===== config.mk =====
export PLATFORM = sky130hd
export DESIGN_NAME = readback_polarity_reg
export DESIGN_NICKNAME = d
export VERILOG_FILES = /design/src/rtl/rbr_pkg.sv /design/src/rtl/rbr_store.sv /design/src/rtl/rbr_bus_ctrl.sv /design/src/rtl/rbr_out_stage.sv /design/src/rtl/readback_polarity_reg.sv
export SDC_FILE = /design/constraint.sdc
export NUM_CORES = 1
export LEC_CHECK = 0
export BUFFER_PORTS_ARGS = -buffer_cell sky130_fd_sc_hd__buf_2
export CAP_MARGIN = 10
export CORE_AREA = 5 5 42 44
export CTS_CLUSTER_SIZE = 14
export DETAILED_ROUTE_END_ITERATION = 6
export DIE_AREA = 0 0 47 49
export PLACE_DENSITY = 0.74
export SLEW_MARGIN = 0
export SYNTH_ARGS = -nofsm -noshare
export SYNTH_HDL_FRONTEND = slang
export SYNTH_SLANG_ARGS = --single-unit

===== constraint.sdc =====
create_clock -name clk -period 1.05 [get_ports clk]
set_input_delay 0.0525 -clock clk [delete_from_list [all_inputs] [get_ports clk]]
set_output_delay 0.0525 -clock clk [all_outputs]
set_load 0.005 [all_outputs]

===== src/rtl/rbr_pkg.sv =====
package rbr_pkg;

  // Decoded per-cycle control, derived from the active-low pins.
  typedef struct packed {
    logic load;   // capture at next rising edge
    logic read;   // drive stored word onto the bus
  } rbr_ctrl_t;

  function automatic rbr_ctrl_t rbr_decode(input logic en_n, input logic rd_n);
    rbr_ctrl_t c;
    c.load = ~en_n;
    c.read = ~en_n & ~rd_n;
    return c;
  endfunction

  function automatic logic rbr_port_on(input logic oe_n);
    return ~oe_n;
  endfunction

endpackage


===== src/rtl/rbr_store.sv =====
module rbr_store #(
  parameter int W = 8
) (
  input  logic         clk,
  input  logic         clr_n,
  input  logic         load,
  input  logic [W-1:0] d,
  output logic [W-1:0] q
);

  always_ff @(posedge clk or negedge clr_n) begin
    if (!clr_n)
      q <= '0;
    else if (load)
      q <= d;
  end

endmodule


===== src/rtl/rbr_bus_ctrl.sv =====
module rbr_bus_ctrl #(
  parameter int W = 8
) (
  input  logic         en_n,
  input  logic         rd_n,
  input  logic [W-1:0] stored,
  output logic         load_evt,
  output logic         read_evt,
  output logic [W-1:0] bus_out,
  output logic         bus_drive
);
  import rbr_pkg::*;

  rbr_ctrl_t ctrl;

  always_comb begin
    ctrl      = rbr_decode(en_n, rd_n);
    load_evt  = ctrl.load;
    read_evt  = ctrl.read;
    bus_drive = ctrl.read;
    bus_out   = stored;   // always true polarity
  end

endmodule


===== src/rtl/rbr_out_stage.sv =====
module rbr_out_stage #(
  parameter int W = 8
) (
  input  logic [W-1:0] stored,
  input  logic         pol_true,
  input  logic         oe_n,
  output logic [W-1:0] q_out,
  output logic         q_drive
);
  import rbr_pkg::*;

  function automatic logic [W-1:0] present(input logic [W-1:0] w, input logic pol);
    return w ^ {W{~pol}};
  endfunction

  always_comb begin
    q_out   = present(stored, pol_true);
    q_drive = rbr_port_on(oe_n);
  end

endmodule


===== src/rtl/readback_polarity_reg.sv =====
module readback_polarity_reg #(
  parameter int W = 8
) (
  input  logic         clk,
  input  logic         clr_n,
  input  logic         en_n,
  input  logic         rd_n,
  input  logic         oe_n,
  input  logic         pol_true,
  input  logic [W-1:0] bus_in,
  output logic [W-1:0] bus_out,
  output logic         bus_drive,
  output logic [W-1:0] q_out,
  output logic         q_drive
);

  logic [W-1:0] stored_word;
  logic         load_evt;
  logic         read_evt;

  rbr_bus_ctrl #(.W(W)) u_ctrl (
    .en_n      (en_n),
    .rd_n      (rd_n),
    .stored    (stored_word),
    .load_evt  (load_evt),
    .read_evt  (read_evt),
    .bus_out   (bus_out),
    .bus_drive (bus_drive)
  );

  rbr_store #(.W(W)) u_store (
    .clk   (clk),
    .clr_n (clr_n),
    .load  (load_evt),
    .d     (bus_in),
    .q     (stored_word)
  );

  rbr_out_stage #(.W(W)) u_out (
    .stored   (stored_word),
    .pol_true (pol_true),
    .oe_n     (oe_n),
    .q_out    (q_out),
    .q_drive  (q_drive)
  );

endmodule


Word-level counts from Yosys, hierarchy flattened:

Index checks and enable logic that the tools add are counted.

* flip-flop bits (word level): 8
* memories kept: 0
* bits in latches: 0
* logic and storage cells: 7
* output and inout port bits: 18
* bits of input ports: 14
* ROM bits: 0
* memory bits (writable): 0

* reduce and logical (&&, ||, !) cells: 0
* equality and inequality tests: 0
* divide/modulo/power cells: 0
* shift-type cells: 0
* mux-type cells: 0
* add/sub/neg operators: 0
* $lt $le $gt $ge: 0
* bitwise operators: 6
* multipliers: 0

Operators by type and width (count)
* 8-bit bitwise XOR: 1
* 1-bit NOT: 4
* 1-bit bitwise AND: 1

Depth between registers and ports, before layout:

Gate-level depths: netlist of run 1.

* word-level depth: 2
* mapped depth: 2
* mapped depth without buffers: 1

By module:

From an unflattened synthesis of run 1, not the netlist that was laid out.

* cells, all modules: 38
* area total of the unflattened synthesis: 491.7 um^2

By module, submodules not included
* rbr_store: area each 331.6 um^2, cells each 17, times used 1
* rbr_out_stage: area each 85.1 um^2, cells each 10, times used 1
* rbr_bus_ctrl: area each 75.1 um^2, cells each 11, times used 1

Worst setup path after synthesis of run 1:

OpenSTA, ideal clock, no wires.

* path kind: register to register
* start point: register, netlist name u_store.q[0]
* end point: register u_store.q[0]
* path buffers: 0
* setup slack: 0.283 ns
* period minus slack after synthesis: 0.767 ns
* cell stages (with the launch flop): 2
* library setup time: 0.125 ns
* arrival time: 0.641 ns
* path through: dfrtp_1 mux2_4

RTL lines
* end signal, assigned: RTL line rbr_store.sv:13 `q <= '0;`
* end signal, assigned: RTL line rbr_store.sv:15 `q <= d;`
* end, declared: RTL line rbr_store.sv:8 `output logic [W-1:0] q`

Worst setup path in the final report of run 1:

* start point: register u_store.q[4]
* end point: output q_out[4]

* longest elaborated chain between the ends: 1

Ends and longest elaborated chain
* 8-bit bitwise XOR: RTL line rbr_out_stage.sv:13 `return w ^ {W{~pol}};`
* end, declared: RTL line readback_polarity_reg.sv:13 `output logic [W-1:0] q_out,`

No other way between the ends.

==> impl_metrics.yaml, run 1 <==
run_status:
  status: "complete, no violations"
final_layout:
  final_nets: 77
  fin_cells: 77
  largest_register_ffs: 8
  top_register: "u_store.q"
  n_antenna_cell: 0
  nFillCells: 152
  drive_gt1_frac: 0.689
  area_growth_pct: 45.3
  reg_top3: "u_store.q x8"
  finish.instance_area_um2: 606
worst_setup_path:
  rr_endpoint: "u_store.q[5]$_DFFE_PN0N_"
  crit_arrival_ns: 0.93
  path_class: "reg2out"
  r2r_slack_ns: 0.27
  cp_max_fo: 3
  r2r-start: "u_store.q[5]$_DFFE_PN0N_"
  max_stage_delay_ns: 0.40
  end_kind: "primary output"
  crit_buf_inv: 1
  worst-endpoint-required_ns: 1.00
  startpoint_type: "register"
  critPathSlowestCell: "dfrtp_1"
  path_cells: "xnor2_1, buf_2"
  critical_path.top_delay_family: "flip-flops"
  r2r_cells: 1
logic_synthesis:
  synthArstFlopShare: 1.00
  synth_area_leader_cell: "dfrtp_1"
  ys_ff_latch: 8
  syn_inst: 28
  netlist_top_cells_area: "dfrtp_1 (48%), mux2_4 (29%), xnor2_1 (17%), buf_6 (2.7%), buf_4 (1.8%)"
  yosysSeqAreaShare: 0.480
  syn-cell-area_um2: 417
  syn-num-nets: 42
  synth.distinct_cells: 7
  synthFlopType: "dfrtp_1"
  avgSynthCellArea_um2: 14.9
  yosys_warnings: 0
  synth_top_area_share: 0.480
  synth_common_cells: "dfrtp_1 (8), mux2_4 (8), xnor2_1 (8)"
  synth_edf_count: 0
job:
  drv_cap: 0
placement:
  place_area_um2: 573
  io_buffers: 31
  dp_cells: 73
  gp_congestion: 0.629
  place_hpwl_um: 743
drt:
  dr.pass1.iters: 1
  wirelength_um: 918
  first_iter_violations: 0
  wl_per_cell_um: 11.9
  via_count: 332
  detail-route-antenna-nets: 0
  drc: 0
  via_per_inst: 4.31
cts:
  cts_buffers: 3
  clk_latency_ns: 0.24
  clock_sinks: 8
  cts_tree: "done"
  cts_resized: 0
  htree_levels: 1
  cts_setup_buffers: 0
  clockBufferDepth: 2
  clkTransAtPathRegs_ns: 0.06
  root_buffer: "clkbuf_4"
floorplanning:
  die_x_um: 47
  die-area_mm2: 0.00230
  core_mm2: 0.00140
  initial_core_util: 0.297
  ioPinCount: 32
  fp.dieH_um: 49
  fp-row-count: 14
timing:
  setup_viol: 0
  report.final.slew_viol_count: 0
  final.period_utilization: 0.933
  maxSlewHeadroom: 0.818
  tightest_slew_ns: 0.273
  tns_ns: 0
  rsz0062_at_grt: "no"
  finalHoldViolations: 0
  min_period_ns: 0.979
  fin_skew_ns: 0
  fmax_mhz: 1020
grt:
  grt_pass1_vias: 357
  grt-ovfl-total: 0
  grt_pass1_wl_um: 1410
  grt_max_degree: 10
  antenna_found_initial: 0
  grt_util_all_layers: 0.0846
min_path:
  min_to: "u_store.q[2]$_DFFE_PN0N_"
  min_from: "bus_in[2]"
  min_path_cells: 2
  hold_class: "in2reg"
power_and_ir_drop:
  ir_worst_vdd_mv: 0.508
  leakagePower_nw: 0.324
  power_density_mw_per_mm2: 1360
## how the worst max path moves through the flow
stage	start	end	slack (ns)	cells after the start
floorplan	u_store.q[0]$_DFFE_PN0N_	u_store.q[0]$_DFFE_PN0N_	0.28	1
global placement	u_store.q[3]$_DFFE_PN0N_	u_store.q[3]$_DFFE_PN0N_	0.28	1
detailed placement	u_store.q[3]$_DFFE_PN0N_	u_store.q[3]$_DFFE_PN0N_	0.27	1
CTS	u_store.q[3]$_DFFE_PN0N_	q_out[3]	0.06	2
global route	u_store.q[4]$_DFFE_PN0N_	q_out[4]	0.007	2
finish	u_store.q[4]$_DFFE_PN0N_	q_out[4]	0.07	2
## cell usage in the layout, fill, tap and decap left out, drive strengths merged
| cell | synthesis | final |
|---|---|---|
| dlygate4sd3 | 0 | 1 |
| nor2 | 1 | 1 |
| mux2 | 8 | 8 |
| inv | 1 | 1 |
| buf | 2 | 31 |
| clkbuf | 0 | 3 |
| dfrtp | 8 | 8 |
| xnor2 | 8 | 8 |
## where the power goes
part           switching, mW  total (mW)  internal (mW)
Combinational         0.0827       0.229          0.146
Sequential            0.0286       0.369          0.340
Clock                 0.0962       0.226          0.130
## per-layer routing
layer / GRT usage / part of all wire / up-vias
met3: 0.0221 / 0.13 / 0
met4: 0.0415 / 0 / 0
li1: - / - / 160
met1: 0.102 / 0.38 / 150
met2: 0.133 / 0.48 / 22
met5: 0 / 0 / -
## repair_timing
action                                  CTS  global route
endpoints found under the setup margin    0             0
endpoints found under the hold margin     8             0
hold buffers                              1             0
## kinds of logic after synthesis
kind of cell	Yosys count	synth area share
buf+inv	3	0.0541
simple gates	1	0.00900
flops	8	0.480
xor+xnor	8	0.168
mux	8	0.288
## layout make-up
cell class | instances | area (um2) | area share
flip-flops and latches | 8 | 200 | 0.331
multi-input cells | 17 | 194 | 0.320
repair buffers | 32 | 165 | 0.273
clock buffers | 3 | 22.5 | 0.0372
well taps | 16 | 20.0 | 0.0331
inverters | 1 | 3.75 | 0.00620
## per-stage QoR
| step | total power [mW] | utilization | worst slack [ns] | hold slack (ns) |
|---|---|---|---|---|
| global route | 0.874 | 0.432 | 0.00733 | 0.0298 |
| CTS | 0.848 | 0.432 | 0.0576 | 0.0200 |
| finish | 0.824 | 0.432 | 0.0708 | 0.0295 |
| floorplan | 0.493 | - | 0.283 | -0.243 |
| detailed placement | 0.606 | 0.409 | 0.272 | -0.0981 |
| global placement | 0.601 | 0.409 | 0.284 | -0.0983 |
Power figures use the tool's default switching activity.
==> inputs of run 2 (changes only) <==
- GPL_ROUTABILITY_DRIVEN: default -> 0
- PLACE_DENSITY: 0.74 -> 0.8
- SYNTH_HIERARCHICAL: default -> 1
==> run 2 against run 1 <==
Effect of this change: critical path depth did not move; via count rose by 2.4%; non-clock buffer count rose by 2; count of clock-buffer cells in the layout did not move; global-route usage rose by 0.79 points; sequential share of layout area fell by 0.99 points; sequential power barely moved; fmax rose by 0.34%; worst hold slack improved by 0.0041 ns; largest cell class unchanged; largest power group unchanged.
==> impl_metrics.yaml, run 2 <==
run_status:
  status: "complete, no violations"
cts:
  htree_levels: 1
  cts_tree: "done"
  clkTransAtPathRegs_ns: 0.05
  cts_setup_buffers: 0
  hold_buffers: 1
  root_buffer: "clkbuf_4"
  cts_buffers: 3
  clock_sinks: 8
  cts_resized: 0
  clockBufferDepth: 2
  clk_latency_ns: 0.25
worst_setup_path:
  path_cells: "xnor2_1, buf_2"
  critPathSlowestCell: "dfrtp_1"
  worst-endpoint-required_ns: 1.00
  cp_max_fo: 3
  critical_path.top_delay_family: "flip-flops"
  crit_buf_inv: 1
  worstSetupStartpoint: "u_store/q[4]$_DFFE_PN0P_"
  end_kind: "primary output"
  r2r-start: "u_store/q[2]$_DFFE_PN0P_"
  crit_arrival_ns: 0.92
  max_stage_delay_ns: 0.40
  startpoint_type: "register"
  path_class: "reg2out"
floorplanning:
  core_mm2: 0.00140
  die-area_mm2: 0.00230
  fp-row-count: 14
  fp.dieH_um: 49
  die_x_um: 47
  ioPinCount: 32
  initial_core_util: 0.346
final_layout:
  final_common_cell: "buf_2"
  nFillCells: 148
  final_nets: 80
  top_register: "u_store/q"
  reg_top3: "u_store/q x8"
  multi_input_area_um2: 194
  largest_register_ffs: 8
  seq_area_um2: 200
  drive_gt1_frac: 0.688
  finish.instance_area_um2: 624
  n_antenna_cell: 0
  area_growth_pct: 28.9
  mostFrequentLayoutCells: "buf_2 (31), xnor2_1 (8), mux2_4 (8), dfrtp_1 (8), clkbuf_4 (3)"
timing:
  finalWorstSetupSlack_ns: 0.0741
  final.period_utilization: 0.929
  report.final.slew_viol_count: 0
  tns_ns: 0
  min_period_ns: 0.976
  tightest_slew_ns: 0.239
  rsz0062_at_grt: "no"
  setup_viol: 0
  finalHoldViolations: 0
  fmax_mhz: 1020
  maxSlewHeadroom: 0.841
  fin_skew_ns: 0
placement:
  io_buffers: 31
  place_hpwl_um: 811
  preCtsSetupSlack_ns: 0.255
  place_area_um2: 592
drt:
  dr.pass1.iters: 4
  drc: 0
  wirelength_um: 967
  detail-route-antenna-nets: 0
  via_per_inst: 4.25
  first_iter_violations: 1
  wl_per_cell_um: 12.1
  via_count: 340
grt:
  grt_max_degree: 9
  antenna_found_initial: 0
  grt_pass1_vias: 369
  grt_pass1_wl_um: 1500
  grt_util_all_layers: 0.0925
  grt-ovfl-total: 0
logic_synthesis:
  syn_inst: 37
  yosys_warnings: 6
  syn-cell-area_um2: 484
  syn-num-nets: 51
  avgSynthCellArea_um2: 13.1
power_and_ir_drop:
  leakagePower_nw: 0.339
  power_density_mw_per_mm2: 1330
  ir_worst_vdd_mv: 0.666
job:
  drv_cap: 0
min_path:
  min_from: "bus_in[3]"
  hold_class: "in2reg"
## run 2: cell type report
cell class / instances / share of cell area
tap: 16 / 0.0321
multi-input combinational: 17 / 0.311
clock buffer: 3 / 0.0361
inverter: 2 / 0.0120
sequential: 8 / 0.321
timing repair buffer: 34 / 0.289
## run 2: layer usage
metal | vias to the layer above | global-route usage | share of wire | wire length (um)
met3 | 0 | 0.0332 | 0.14 | 136
met4 | 0 | 0.0553 | 0 | 0
li1 | 162 | - | - | -
met1 | 154 | 0.0932 | 0.35 | 336
met2 | 24 | 0.154 | 0.51 | 494
met5 | - | 0 | 0 | 0
## run 2: through the flow
| step | utilization | power, mW | instances | hold WS, ns |
|---|---|---|---|---|
| 2_1_floorplan | - | 0.537 | 37 | -0.243 |
| 3_3_place_gp | 0.422 | 0.606 | 76 | -0.105 |
| 3_5_place_dp | 0.422 | 0.612 | 76 | -0.100 |
| 4_1_cts | 0.446 | 0.851 | 80 | 0.0219 |
| 5_1_grt | 0.446 | 0.886 | 80 | 0.0276 |
| 6_report | 0.446 | 0.830 | 80 | 0.0336 |
## run 2: worst paths after layout
kind,cells past startpoint,end,slack (ns)
worst max-delay path,2,q_out[4],0.07
worst min-delay path,2,u_store/q[3]$_DFFE_PN0P_,0.03
worst max register to register,1,u_store/q[2]$_DFFE_PN0P_,0.25
worst min register to register,1,u_store/q[3]$_DFFE_PN0P_,0.56
max in group asynchronous,2,u_store/q[6]$_DFFE_PN0P_,0.73
min in group asynchronous,2,u_store/q[5]$_DFFE_PN0P_,0.16
## run 2: where the power goes
| part | switching [mW] | internal (mW) | total, mW |
|---|---|---|---|
| logic | 0.0849 | 0.151 | 0.236 |
| clock network | 0.0940 | 0.130 | 0.224 |
| registers | 0.0295 | 0.340 | 0.370 |
==> inputs of run 3 (changes only) <==
- clock period: 1.05 -> 1.2 ns (I/O delays scaled with it)
==> run 3 against run 2 <==
Effect of this change: worst setup slack better by 0.13 ns; sequential share of layout area is 0.79 points higher; non-clock buffer count down 2.
==> impl_metrics.yaml, run 3 (same netlist as run 2, synthesis figures left out) <==
placement:
  io_buffers: 31
  preCtsSetupSlack_ns: 0.250
  place_hpwl_um: 756
floorplanning:
  core_mm2: 0.00140
  die_x_um: 47
  die-area_mm2: 0.00230
  initial_core_util: 0.346
  ioPinCount: 32
  fp-row-count: 14
  fp.dieH_um: 49
cts:
  cts_setup_buffers: 0
  cts_tree: "done"
  clkTransAtPathRegs_ns: 0.06
  clock_sinks: 8
  clk_latency_ns: 0.24
  root_buffer: "clkbuf_4"
  htree_levels: 1
  clockBufferDepth: 2
  cts_buffers: 3
final_layout:
  drive_gt1_frac: 0.677
  reg_top3: "u_store/q x8"
  final_common_cell: "buf_2"
  seq_area_um2: 200
  multi_input_area_um2: 194
  n_antenna_cell: 0
  final_nets: 78
  area_growth_pct: 25.8
  top_register: "u_store/q"
  mostFrequentLayoutCells: "buf_2 (31), xnor2_1 (8), mux2_4 (8), dfrtp_1 (8), clkbuf_4 (3)"
  largest_register_ffs: 8
  nFillCells: 149
grt:
  antenna_found_initial: 0
  grt_pass1_vias: 326
  grt_max_degree: 9
  grt-ovfl-total: 0
  grt_util_all_layers: 0.0923
  grt_pass1_wl_um: 1470
drt:
  dr.pass1.iters: 1
  wirelength_um: 915
  via_per_inst: 4.23
  wl_per_cell_um: 11.7
  via_count: 330
  drc: 0
  detail-route-antenna-nets: 0
  first_iter_violations: 0
worst_setup_path:
  max_stage_delay_ns: 0.40
  worst-endpoint-required_ns: 1.14
  path_class: "reg2out"
  critPathSlowestCell: "dfrtp_1"
  crit_arrival_ns: 0.93
  startpoint_type: "register"
  end_kind: "primary output"
  path_cells: "xnor2_1, buf_2"
  cp_max_fo: 3
power_and_ir_drop:
  leakagePower_nw: 0.329
  ir_worst_vdd_mv: 0.606
  power_density_mw_per_mm2: 1180
  power_mw: 0.722
timing:
  final.period_utilization: 0.826
  fin_skew_ns: 0
  rsz0062_at_grt: "no"
  setup_viol: 0
  report.final.slew_viol_count: 0
  finalHoldViolations: 0
  tns_ns: 0
  tightest_slew_ns: 0.425
  fmax_mhz: 1010
  min_period_ns: 0.992
  maxSlewHeadroom: 0.716
  finalWorstSetupSlack_ns: 0.208
min_path:
  hold_class: "in2reg"
job:
  drv_cap: 0
run_status:
  status: "complete, no violations"
run 3: cell types whose count changed in the layout (fill, tap and decap cells not counted), sizes merged:
cell / before / now
buf: 33 / 31
run 3: where the power goes:
group          switching [mW]  internal [mW]  leakage (nW)
registers              0.0254          0.298        0.0935
logic                  0.0739          0.128         0.222
clock network          0.0829          0.114        0.0138
total                   0.182          0.539         0.329
run 3: worst paths after layout:
| kind | start | to | slack (ns) | cells past startpoint |
|---|---|---|---|---|
| setup / recovery | u_store/q[4]$_DFFE_PN0P_ | q_out[4] | 0.21 | 2 |
| setup reg to reg | u_store/q[2]$_DFFE_PN0P_ | u_store/q[2]$_DFFE_PN0P_ | 0.41 | 1 |
| hold / removal | bus_in[3] | u_store/q[3]$_DFFE_PN0P_ | 0.04 | 2 |
| hold reg to reg | u_store/q[3]$_DFFE_PN0P_ | u_store/q[3]$_DFFE_PN0P_ | 0.55 | 1 |
| min in group asynchronous | clr_n | u_store/q[4]$_DFFE_PN0P_ | 0.18 | 2 |
| max in group asynchronous | clr_n | u_store/q[7]$_DFFE_PN0P_ | 0.84 | 2 |
run 3: timing repair:
item                                   4_1_cts  5_1_grt
endpoints found under the hold margin        8        0
resized for setup                            0        0
hold buffers                                 1        0
run 3: cell type report:
class / instances / area share
tap: 16 / 0.0329
sequential: 8 / 0.329
timing repair buffer: 32 / 0.271
clock buffer: 3 / 0.0370
inverter: 2 / 0.0123
multi-input combinational: 17 / 0.318
run 3: routing by layer:
metal,routed length (um),vias up,GRT usage,share of wire
met5,0,-,0,0
met4,9,0,0.0691,0.0098
met3,119,2,0.0369,0.13
met2,426,22,0.127,0.47
met1,359,146,0.110,0.39
li1,-,160,-,-
run 3: critical path: cells and delay by family, from the launching register on:
| family | cells | cell delay, ns |
|---|---|---|
| xor gates and xnor gates | 1 | 0.15 |
| DFF | 1 | 0.40 |
| buffers and inverters | 1 | 0.13 |
run 3: through the flow:
stage	hold WS, ns	utilization	cell area, um2	std cells
6_report	0.0375	0.435	609	78
5_1_grt	0.0284	0.435	609	78
4_1_cts	0.0335	0.435	609	78
3_5_place_dp	-0.0885	0.412	577	74
3_3_place_gp	-0.0982	0.412	577	74
2_1_floorplan	-0.236	-	484	37
